### config.mk
export PLATFORM = sky130hd
export DESIGN_NAME = sdram_burst_colgen
export DESIGN_NICKNAME = d
export VERILOG_FILES = /design/src/rtl/colgen_pkg.sv /design/src/rtl/colgen_cfg.sv /design/src/rtl/colgen_seq.sv /design/src/rtl/colgen_map.sv /design/src/rtl/sdram_burst_colgen.sv
export SDC_FILE = /design/constraint.sdc
export NUM_CORES = 1
export LEC_CHECK = 0
export ABC_AREA = 1
export CAP_MARGIN = 20
export CORE_MARGIN = 2
export CORE_UTILIZATION = 53
export CTS_CLUSTER_SIZE = 10
export DETAILED_ROUTE_END_ITERATION = 10
export PLACE_DENSITY_LB_ADDON = 0.3
export SYNTH_ARGS = -nofsm -noshare
export SYNTH_HDL_FRONTEND = slang
export SYNTH_SLANG_ARGS = --single-unit
### constraint.sdc
create_clock -name clk -period 2.4 [get_ports clk]
set_input_delay 0.6 -clock clk [delete_from_list [all_inputs] [get_ports clk]]
set_output_delay 0.6 -clock clk [all_outputs]
set_load 0.01 [all_outputs]
### src/rtl/colgen_pkg.sv
package colgen_pkg;
   localparam int LEN_CODE_W = 3;
   localparam logic [LEN_CODE_W-1:0] LEN_1    = 3'd0;
   localparam logic [LEN_CODE_W-1:0] LEN_2    = 3'd1;
   localparam logic [LEN_CODE_W-1:0] LEN_4    = 3'd2;
   localparam logic [LEN_CODE_W-1:0] LEN_8    = 3'd3;
   localparam logic [LEN_CODE_W-1:0] LEN_PAGE = 3'd7;

   typedef enum logic {ORD_SEQ = 1'b0, ORD_ILV = 1'b1} order_e;

   // log2 of the beat count for finite codes; unused codes act as one beat
   function automatic logic [1:0] len_log2(logic [LEN_CODE_W-1:0] code);
      case (code)
         LEN_2:   return 2'd1;
         LEN_4:   return 2'd2;
         LEN_8:   return 2'd3;
         default: return 2'd0;
      endcase
   endfunction
endpackage

### src/rtl/colgen_cfg.sv
module colgen_cfg
   import colgen_pkg::*;
#(
   parameter int COL_W = 9
) (
   input  logic [LEN_CODE_W-1:0] len_code,
   input  logic                  ilv,
   output logic [COL_W-1:0]      blk_mask,
   output logic                  page,
   output order_e                order
);
   logic [1:0] lg;

   assign lg    = len_log2(len_code);
   assign page  = (len_code == LEN_PAGE);
   assign order = (ilv && !page) ? ORD_ILV : ORD_SEQ;

   for (genvar b = 0; b < COL_W; b++) begin : g_mask
      if (b < 3) begin : g_low
         assign blk_mask[b] = page | (lg > 2'(b));
      end else begin : g_high
         assign blk_mask[b] = page;
      end
   end
endmodule

### src/rtl/colgen_seq.sv
module colgen_seq #(
   parameter int COL_W = 9
) (
   input  logic             clk,
   input  logic             rst_n,
   input  logic             start,
   input  logic             stop,
   input  logic [COL_W-1:0] blk_mask,
   input  logic             page,
   output logic             active,
   output logic [COL_W-1:0] idx,
   output logic             last
);
   assign last = active && !page && (idx == blk_mask);

   always_ff @(posedge clk or negedge rst_n) begin
      if (!rst_n) begin
         active <= 1'b0;
         idx    <= '0;
      end else if (start) begin
         active <= 1'b1;
         idx    <= '0;
      end else if (active && (stop || last)) begin
         active <= 1'b0;
         idx    <= '0;
      end else if (active) begin
         idx    <= idx + 1'b1;
      end
   end


   idx_in_block_chk: assert property (@(posedge clk) disable iff (!rst_n)
      (active && !page) |-> ((idx & ~blk_mask) == '0));


   stop_ends_chk: assert property (@(posedge clk) disable iff (!rst_n)
      (active && stop && !start) |=> !active);
endmodule

### src/rtl/colgen_map.sv
module colgen_map
   import colgen_pkg::*;
#(
   parameter int COL_W = 9
) (
   input  logic [COL_W-1:0] base,
   input  logic [COL_W-1:0] idx,
   input  logic [COL_W-1:0] blk_mask,
   input  order_e           order,
   output logic [COL_W-1:0] col
);
   logic [COL_W-1:0] low_seq, low_ilv, low;

   assign low_seq = base + idx;
   assign low_ilv = base ^ idx;
   assign low     = (order == ORD_ILV) ? low_ilv : low_seq;
   assign col     = (base & ~blk_mask) | (low & blk_mask);
endmodule

### src/rtl/sdram_burst_colgen.sv
module sdram_burst_colgen
   import colgen_pkg::*;
#(
   parameter int COL_W = 9
) (
   input  logic                  clk,
   input  logic                  rst_n,
   input  logic                  req_i,
   input  logic [COL_W-1:0]      req_col_i,
   input  logic [LEN_CODE_W-1:0] req_len_i,
   input  logic                  req_ilv_i,
   input  logic                  stop_i,
   output logic [COL_W-1:0]      col_o,
   output logic                  beat_valid_o,
   output logic                  beat_last_o
);
   initial assert (COL_W >= 3 && COL_W <= 16)
      else $error("sdram_burst_colgen: COL_W must be within 3..16");

   logic [COL_W-1:0] d_mask, q_mask, q_base, idx;
   logic             d_page, q_page;
   order_e           d_order, q_order;

   colgen_cfg #(.COL_W(COL_W)) u_cfg (
      .len_code (req_len_i),
      .ilv      (req_ilv_i),
      .blk_mask (d_mask),
      .page     (d_page),
      .order    (d_order)
   );

   always_ff @(posedge clk or negedge rst_n) begin
      if (!rst_n) begin
         q_base  <= '0;
         q_mask  <= '0;
         q_page  <= 1'b0;
         q_order <= ORD_SEQ;
      end else if (req_i) begin
         q_base  <= req_col_i;
         q_mask  <= d_mask;
         q_page  <= d_page;
         q_order <= d_order;
      end
   end

   colgen_seq #(.COL_W(COL_W)) u_seq (
      .clk      (clk),
      .rst_n    (rst_n),
      .start    (req_i),
      .stop     (stop_i),
      .blk_mask (q_mask),
      .page     (q_page),
      .active   (beat_valid_o),
      .idx      (idx),
      .last     (beat_last_o)
   );

   colgen_map #(.COL_W(COL_W)) u_map (
      .base     (q_base),
      .idx      (idx),
      .blk_mask (q_mask),
      .order    (q_order),
      .col      (col_o)
   );


   start_col_chk: assert property (@(posedge clk) disable iff (!rst_n)
      req_i |=> (beat_valid_o && col_o == $past(req_col_i)));


   last_drop_chk: assert property (@(posedge clk) disable iff (!rst_n)
      (beat_last_o && !req_i) |=> !beat_valid_o);


   last_valid_chk: assert property (@(posedge clk) disable iff (!rst_n)
      beat_last_o |-> beat_valid_o);


   page_no_last_chk: assert property (@(posedge clk) disable iff (!rst_n)
      (beat_valid_o && q_page) |-> !beat_last_o);


   high_hold_chk: assert property (@(posedge clk) disable iff (!rst_n)
      (beat_valid_o && !q_page && !req_i && !beat_last_o && !stop_i)
         |=> ((col_o & ~q_mask) == ($past(col_o) & ~q_mask)));
endmodule

==> results of run 1 <==
## report_power, final
group | switching (mW) | leakage [nW] | internal (mW)
Clock | 0.132 | 0.0210 | 0.0926
Combinational | 0.157 | 0.842 | 0.141
Sequential | 0.0223 | 0.305 | 0.429
Total | 0.311 | 1.17 | 0.663
## path summary, 6_finish.rpt
| kind | endpoint | start | slack, ns |
|---|---|---|---|
| worst max-delay path | col_o[6] | q_base[0] | -0.26 |
| worst min-delay path | q_base[8] | q_base[8] | 0.54 |
| worst max register to register | u_seq.idx[6] | u_seq.idx[1] | 0.85 |
| worst min register to register | q_base[8] | q_base[8] | 0.54 |
| max in group asynchronous | u_seq.active | rst_n | 1.54 |
| min in group asynchronous | q_base[0] | rst_n | 0.62 |
## area by class of cell
class	count	area (µm²)
fillers	193	659
repair buffers	59	480
multi-input cells	164	1080
flip-flops and latches	24	601
clock buffers	4	36.3
inverters	28	105
well taps	33	41.3
## stage by stage
stage,std cells,area [µm²]
after floorplan,220,1640
after CTS,309,2270
after detailed placement,303,2120
after global placement,303,2120
final,312,2340
after global routing,312,2340
## cell families (layout without fill, tap and decap cells)
logic type,after synthesis,after routing,share of synthesized area
xor gates and xnor gates,9,9,0.0481
buffers and inverters,32,91,0.0839
AOI/OAI and AO/OA,39,39,0.147
DFF,24,24,0.366
adders and majority gates,10,10,0.0809
and+or+nand+nor,106,106,0.274
## worst min-delay path: cells and delay by family, from the launching register on
kind          cells  cell delay [ns]
flops             1             0.40
simple gates      2             0.12
## metal layers
layer / part of all wire / GRT usage / vias to the layer above / routed length, µm
li1: - / - / 835 / -
met1: 0.39 / 0.342 / 811 / 1850
met2: 0.51 / 0.473 / 82 / 2420
met3: 0.056 / 0.0197 / 21 / 265
met4: 0.040 / 0.0889 / 0 / 189
met5: 0 / 0 / - / 0
## registers in the layout, summed over array words and instances, names as in the netlist
signal	cells
q_order	1
q_mask	4
q_base	9
u_seq.idx	9
u_seq.active	1
## layout by cell type (no fill, tap or decap), types with 6 or more instances in the layout
cell / n
sky130_fd_sc_hd__xor2_1: 8
sky130_fd_sc_hd__buf_4: 28
sky130_fd_sc_hd__ha_4: 6
sky130_fd_sc_hd__a21oi_1: 6
sky130_fd_sc_hd__nand3_1: 11
sky130_fd_sc_hd__o21ai_0: 8
sky130_fd_sc_hd__o21ai_1: 6
sky130_fd_sc_hd__nand2_1: 66
sky130_fd_sc_hd__dfrtp_1: 24
sky130_fd_sc_hd__clkdlybuf4s50_1: 18
sky130_fd_sc_hd__nor2_1: 9
sky130_fd_sc_hd__inv_1: 24
sky130_fd_sc_hd__buf_2: 8
sky130_fd_sc_hd__o21ai_2: 8
## timing repair
action	4_1_cts	5_1_grt
resized for setup	63	14
pin swaps	12	11
endpoints found under the hold margin	0	0
endpoints found under the setup margin	9	9
setup buffers	4	3
==> flow_results.xml, run 1 <==
<?xml version="1.0" encoding="UTF-8"?>
<metrics>
  <group name="status">
    <metric name="run_status" unit="">finished with violations</metric>
    <metric name="violations" unit="">setup timing</metric>
  </group>
  <group name="die">
    <metric name="core-area" unit="µm²">3000</metric>
    <metric name="num_rows" unit="">20</metric>
    <metric name="floorplan.die_area" unit="µm²">3560</metric>
    <metric name="die_x" unit="µm">59.6</metric>
    <metric name="pin_count" unit="">28</metric>
    <metric name="starting_density_of_the_core" unit="">0.546</metric>
    <metric name="die_h" unit="µm">59.6</metric>
  </group>
  <group name="cts">
    <metric name="cts_max_level" unit="">1</metric>
    <metric name="root_buffer" unit="">sky130_fd_sc_hd__clkbuf_4</metric>
    <metric name="cts-buffers-inserted" unit="">3</metric>
    <metric name="cts_tree" unit="">yes</metric>
    <metric name="ctsHoldBuffers" unit="">0</metric>
    <metric name="insertion_delay" unit="ns">0.32</metric>
    <metric name="clk_path_buf_depth" unit="">2</metric>
    <metric name="clock_sinks" unit="">24</metric>
    <metric name="clkSlewWorstSetupHoldPaths" unit="ns">0.14</metric>
  </group>
  <group name="yosys">
    <metric name="synth_largest_area_cell" unit="">sky130_fd_sc_hd__dfrtp_1</metric>
    <metric name="synth_edf_count" unit="">0</metric>
    <metric name="synth-main-ff-cell" unit="">sky130_fd_sc_hd__dfrtp_1</metric>
    <metric name="yosysMostFrequentCell" unit="">sky130_fd_sc_hd__nand2_1</metric>
    <metric name="post_synth.cell_area_avg" unit="µm²">7.46</metric>
    <metric name="post_synth_instance_area" unit="µm²">1640</metric>
    <metric name="syn_inst" unit="">220</metric>
    <metric name="synth.ff_latch_count" unit="">24</metric>
    <metric name="synth_top_area_frac" unit="">0.366</metric>
    <metric name="yosysWarningCount" unit="">0</metric>
    <metric name="yosysUniqueCellTypes" unit="">29</metric>
    <metric name="synth.area.top_cells" unit="">sky130_fd_sc_hd__dfrtp_1 (37%), sky130_fd_sc_hd__nand2_1 (17%), sky130_fd_sc_hd__ha_1 (6.9%)</metric>
    <metric name="synthArstFlopShare" unit="">1.00</metric>
    <metric name="synth_fp_nets" unit="">247</metric>
    <metric name="post_synth_most_frequent_cells" unit="">sky130_fd_sc_hd__nand2_1 (73), sky130_fd_sc_hd__inv_1 (26), sky130_fd_sc_hd__dfrtp_1 (24)</metric>
    <metric name="yosysSeqAreaShare" unit="">0.366</metric>
  </group>
  <group name="setup_path">
    <metric name="crit_path_max_fanout" unit="">3</metric>
    <metric name="start_kind" unit="">flip-flop</metric>
    <metric name="cp.arrival" unit="ns">2.06</metric>
    <metric name="ff2ff_path_depth" unit="">7</metric>
    <metric name="critical-path-max-stage-delay" unit="ns">0.38</metric>
    <metric name="critPathKind" unit="">flip-flop to primary output</metric>
    <metric name="end_kind" unit="">primary output</metric>
    <metric name="cpMaxStageDelayCell" unit="">sky130_fd_sc_hd__dfrtp_1</metric>
    <metric name="cp_cell_sequence" unit="">ha_2, inv_2, fa_2, inv_2, nand3_4, nand2_4, nand2_4, o211ai_1, nand3_1, nand2_1, buf_2</metric>
    <metric name="critPathBufInv" unit="">3</metric>
    <metric name="critical_path.top_delay_family" unit="">adder cells</metric>
    <metric name="worst_ep_required_time" unit="ns">1.80</metric>
    <metric name="worstSetupPathDepth" unit="">11</metric>
  </group>
  <group name="detailed_routing">
    <metric name="wire_per_inst" unit="µm">15.2</metric>
    <metric name="drt_iter0_drc" unit="">151</metric>
    <metric name="wl" unit="mm">4.73</metric>
    <metric name="viasPerCell" unit="">5.61</metric>
    <metric name="remaining_drc_errors" unit="">0</metric>
    <metric name="detailroute.via_count" unit="">1749</metric>
    <metric name="number_of_iterations_in_the_first_detailed_routing_pass" unit="">4</metric>
    <metric name="ant_nets" unit="">0</metric>
  </group>
  <group name="timing">
    <metric name="slew_headroom" unit="">0.643</metric>
    <metric name="drv_slew" unit="">0</metric>
    <metric name="endpoints_failing_setup" unit="">8</metric>
    <metric name="postLayoutSetupSlackWorst" unit="ns">-0.263</metric>
    <metric name="post_route_hold_slack" unit="ns">0.539</metric>
    <metric name="hold_viol_final" unit="">0</metric>
    <metric name="period_minus_slack" unit="ns">2.66</metric>
    <metric name="clock.fmax" unit="MHz">376</metric>
    <metric name="setup_total_negative_slack" unit="ns">-1.03</metric>
    <metric name="timing.clock.skew" unit="ns">0.00233</metric>
    <metric name="final.period_utilization" unit="">1.11</metric>
    <metric name="setup_repair_after_global_routing_missed_its_margin" unit="">yes</metric>
    <metric name="tightest_slew" unit="ns">0.533</metric>
  </group>
  <group name="job">
    <metric name="max_cap_viol" unit="">0</metric>
  </group>
  <group name="global_route">
    <metric name="first_global_vias" unit="">1598</metric>
    <metric name="grt.total_usage" unit="">0.266</metric>
    <metric name="globalRoute.totalOverflow" unit="">0</metric>
    <metric name="global_route_wire_length_before_repair" unit="mm">7.13</metric>
    <metric name="grt_antenna_before_repair" unit="">0</metric>
    <metric name="largest_net_degree_at_the_start_of_global_routing" unit="">25</metric>
  </group>
  <group name="power">
    <metric name="power.density" unit="nW/µm²">416</metric>
    <metric name="power" unit="mW">0.974</metric>
    <metric name="peakVddDrop" unit="mV">0.333</metric>
    <metric name="power_leakage" unit="nW">1.17</metric>
  </group>
  <group name="place">
    <metric name="io_buffer_count" unit="">27</metric>
    <metric name="detailedPlacementHpwl" unit="mm">3.00</metric>
    <metric name="globalplace.congestion" unit="">0.910</metric>
    <metric name="dp_slack" unit="ns">-0.324</metric>
  </group>
  <group name="cells_and_area">
    <metric name="post_route_cells_drive_above_1_share" unit="">0.297</metric>
    <metric name="area_delta_synth_final" unit="%">42.9</metric>
    <metric name="layout.nets" unit="">307</metric>
    <metric name="finished_core_util" unit="">0.780</metric>
    <metric name="insertedDiodeCount" unit="">0</metric>
  </group>
  <group name="hold_path">
    <metric name="whs_path_depth" unit="">2</metric>
    <metric name="hold_class" unit="">flip-flop to flip-flop</metric>
  </group>
</metrics>
(Power assumes the default switching activity.)
==> run 2: changes to the inputs <==
--- a/config.mk
+++ b/config.mk
@@ -9,6 +9,7 @@
 export CAP_MARGIN = 20
 export CORE_MARGIN = 2
 export CORE_UTILIZATION = 53
+export CTS_CLUSTER_DIAMETER = 120
 export CTS_CLUSTER_SIZE = 10
 export DETAILED_ROUTE_END_ITERATION = 10
 export PLACE_DENSITY_LB_ADDON = 0.3
==> results of run 2 <==
The final DEF is identical to that of run 1; final timing and power are the same.
==> run 3: changes to the inputs <==
--- a/config.mk
+++ b/config.mk
@@ -7,7 +7,8 @@
 export LEC_CHECK = 0
 export ABC_AREA = 1
 export CAP_MARGIN = 20
-export CORE_MARGIN = 2
+export CORE_ASPECT_RATIO = 1.5
+export CORE_MARGIN = 3
 export CORE_UTILIZATION = 53
 export CTS_CLUSTER_DIAMETER = 120
 export CTS_CLUSTER_SIZE = 10
==> run 3 against run 2 <==
Against the previous run: the run still ends with setup timing left; worst hold slack got worse by 0.0039 ns; first-iteration DRC count fell by 33%; critical path depth rose by 4; clock skew fell by 0.00098 ns.
==> flow_results.xml, run 3 (same netlist as run 1, synthesis figures left out) <==
<?xml version="1.0" encoding="UTF-8"?>
<metrics>
  <group name="status">
    <metric name="run_status" unit="">finished with violations</metric>
    <metric name="violations" unit="">setup timing</metric>
  </group>
  <group name="detailed_routing">
    <metric name="number_of_iterations_in_the_first_detailed_routing_pass" unit="">4</metric>
    <metric name="drt_iter0_drc" unit="">101</metric>
    <metric name="detailroute.via_count" unit="">1799</metric>
    <metric name="wl" unit="mm">5.00</metric>
    <metric name="viasPerCell" unit="">5.62</metric>
    <metric name="ant_nets" unit="">0</metric>
    <metric name="remaining_drc_errors" unit="">0</metric>
    <metric name="wire_per_inst" unit="µm">15.6</metric>
  </group>
  <group name="setup_path">
    <metric name="start_kind" unit="">flip-flop</metric>
    <metric name="critical-path-max-stage-delay" unit="ns">0.37</metric>
    <metric name="reg2reg_setup_slack" unit="ns">0.83</metric>
    <metric name="critical_path.top_delay_family" unit="">simple AND/OR/NAND/NOR gates</metric>
    <metric name="cpMaxStageDelayCell" unit="">sky130_fd_sc_hd__dfrtp_1</metric>
    <metric name="end_kind" unit="">primary output</metric>
    <metric name="critPathBufInv" unit="">3</metric>
    <metric name="crit_start" unit="">q_base[0]</metric>
    <metric name="critPathKind" unit="">flip-flop to primary output</metric>
    <metric name="critical_path_s_most_frequent_cell" unit="">sky130_fd_sc_hd__nand2_1</metric>
    <metric name="worst_ep_required_time" unit="ns">1.80</metric>
    <metric name="crit_path_max_fanout" unit="">2</metric>
    <metric name="cp_cell_sequence" unit="">ha_2, inv_2, fa_2, inv_2, nand3_2, nand2_2, nand2_2, nand2_1, nand2_1, nand2_1, nand2_1, nand2_1, nand2_1, nand2_1, buf_2</metric>
    <metric name="critical_path.reg2reg.startpoint" unit="">u_seq.idx[2]</metric>
    <metric name="cp.arrival" unit="ns">2.06</metric>
  </group>
  <group name="timing">
    <metric name="endpoints_failing_setup" unit="">6</metric>
    <metric name="final.period_utilization" unit="">1.11</metric>
    <metric name="clock.fmax" unit="MHz">376</metric>
    <metric name="slew_headroom" unit="">0.601</metric>
    <metric name="setup_total_negative_slack" unit="ns">-0.663</metric>
    <metric name="tightest_slew" unit="ns">0.596</metric>
    <metric name="period_minus_slack" unit="ns">2.66</metric>
    <metric name="setup_repair_after_global_routing_missed_its_margin" unit="">yes</metric>
    <metric name="hold_viol_final" unit="">0</metric>
    <metric name="postLayoutSetupSlackWorst" unit="ns">-0.258</metric>
    <metric name="drv_slew" unit="">0</metric>
    <metric name="timing.clock.skew" unit="ns">0.00134</metric>
  </group>
  <group name="global_route">
    <metric name="global_route_wire_length_before_repair" unit="mm">7.54</metric>
    <metric name="first_global_vias" unit="">1748</metric>
    <metric name="grt.total_usage" unit="">0.261</metric>
    <metric name="largest_net_degree_at_the_start_of_global_routing" unit="">25</metric>
    <metric name="grt_antenna_before_repair" unit="">0</metric>
    <metric name="globalRoute.totalOverflow" unit="">0</metric>
  </group>
  <group name="die">
    <metric name="die_x" unit="µm">51.4</metric>
    <metric name="floorplan.die_area" unit="µm²">3810</metric>
    <metric name="core-area" unit="µm²">2940</metric>
    <metric name="pin_count" unit="">28</metric>
    <metric name="num_rows" unit="">24</metric>
    <metric name="starting_density_of_the_core" unit="">0.557</metric>
    <metric name="die_h" unit="µm">74.1</metric>
  </group>
  <group name="cts">
    <metric name="cts_tree" unit="">yes</metric>
    <metric name="clock_sinks" unit="">24</metric>
    <metric name="clkSlewWorstSetupHoldPaths" unit="ns">0.09</metric>
    <metric name="cts_max_level" unit="">1</metric>
    <metric name="root_buffer" unit="">sky130_fd_sc_hd__clkbuf_8</metric>
    <metric name="clk_path_buf_depth" unit="">2</metric>
    <metric name="cts-buffers-inserted" unit="">3</metric>
    <metric name="insertion_delay" unit="ns">0.27</metric>
    <metric name="ctsHoldBuffers" unit="">0</metric>
  </group>
  <group name="power">
    <metric name="power_leakage" unit="nW">1.15</metric>
    <metric name="peakVddDrop" unit="mV">0.398</metric>
    <metric name="power.density" unit="nW/µm²">441</metric>
  </group>
  <group name="cells_and_area">
    <metric name="area_delta_synth_final" unit="%">41.4</metric>
    <metric name="layout.area.seq" unit="µm²">601</metric>
    <metric name="finished_core_util" unit="">0.788</metric>
    <metric name="largest_registers" unit="">q_base (9), u_seq.idx (9), q_mask (4)</metric>
    <metric name="insertedDiodeCount" unit="">0</metric>
    <metric name="layout.nets" unit="">309</metric>
    <metric name="most-common-layout-cells" unit="">sky130_fd_sc_hd__nand2_1 (68), sky130_fd_sc_hd__buf_4 (32), sky130_fd_sc_hd__inv_1 (24), sky130_fd_sc_hd__dfrtp_1 (24), sky130_fd_sc_hd__clkdlybuf4s50_1 (18)</metric>
    <metric name="num-fill-cells" unit="">212</metric>
    <metric name="layout.cells.most_common" unit="">sky130_fd_sc_hd__nand2_1</metric>
    <metric name="post_route_cells_drive_above_1_share" unit="">0.281</metric>
    <metric name="multiInputGateArea" unit="µm²">1020</metric>
  </group>
  <group name="place">
    <metric name="globalplace.congestion" unit="">0.849</metric>
    <metric name="detailedPlacementHpwl" unit="mm">3.25</metric>
    <metric name="io_buffer_count" unit="">27</metric>
    <metric name="dp_slack" unit="ns">-0.310</metric>
  </group>
  <group name="job">
    <metric name="max_cap_viol" unit="">0</metric>
  </group>
  <group name="hold_path">
    <metric name="timing.hold.worst.start" unit="">q_base[8]</metric>
    <metric name="hold_class" unit="">flip-flop to flip-flop</metric>
  </group>
</metrics>
## run 3: cell count changes in the layout (fill, tap and decap cells not counted), sizes merged
cell,before,now
buf,40,42
## run 3: stage by stage
step / std cells / total power, mW / hold slack, ns / cell area, µm²
floorplan: 220 / 0.583 / 0.304 / 1640
finish: 320 / 1.02 / 0.535 / 2320
global placement: 310 / 0.725 / 0.500 / 2140
detailed placement: 310 / 0.732 / 0.505 / 2140
CTS: 318 / 1.01 / 0.526 / 2280
global route: 320 / 1.06 / 0.570 / 2320
## run 3: path summary, 6_finish.rpt
| path | end | cells past startpoint |
|---|---|---|
| max | col_o[8] | 15 |
| min | q_base[8] | 2 |
| max reg2reg | u_seq.idx[0] | 7 |
| min reg2reg | q_base[8] | 2 |
| max in group asynchronous | q_base[5] | 2 |
| min in group asynchronous | q_base[6] | 2 |
## run 3: area by class of cell
type,instances,area share
inverter,28,0.0453
clock buffer,4,0.0237
multi-input combinational,164,0.441
sequential,24,0.259
timing repair buffer,61,0.210
tap,39,0.0210
## run 3: where the power goes
part,switching (mW),internal (mW)
combinational,0.156,0.135
clock,0.136,0.147
sequential,0.0203,0.429
## run 3: repair_timing
| action | CTS | global route |
|---|---|---|
| resized for setup | 54 | 9 |
| setup endpoints to repair | 9 | 8 |
| setup buffers | 4 | 2 |
| pin swaps | 9 | 10 |
| cloned | 0 | 0 |
## run 3: per-layer routing
| layer | vias up | share of wire | global-route usage |
|---|---|---|---|
| met5 | - | 0 | 0 |
| met4 | 0 | 0.048 | 0.134 |
| met3 | 26 | 0.057 | 0.0321 |
| met2 | 90 | 0.53 | 0.490 |
| met1 | 848 | 0.36 | 0.280 |
| li1 | 835 | - | - |
## run 3: worst register-to-register path: cells and delay by family (launching register included)
kind | cells | cell delay (ns)
flip-flops | 1 | 0.40
AO/OA/AOI/OAI | 2 | 0.25
AND/OR/NAND/NOR | 3 | 0.54
buffers and inverters | 2 | 0.29
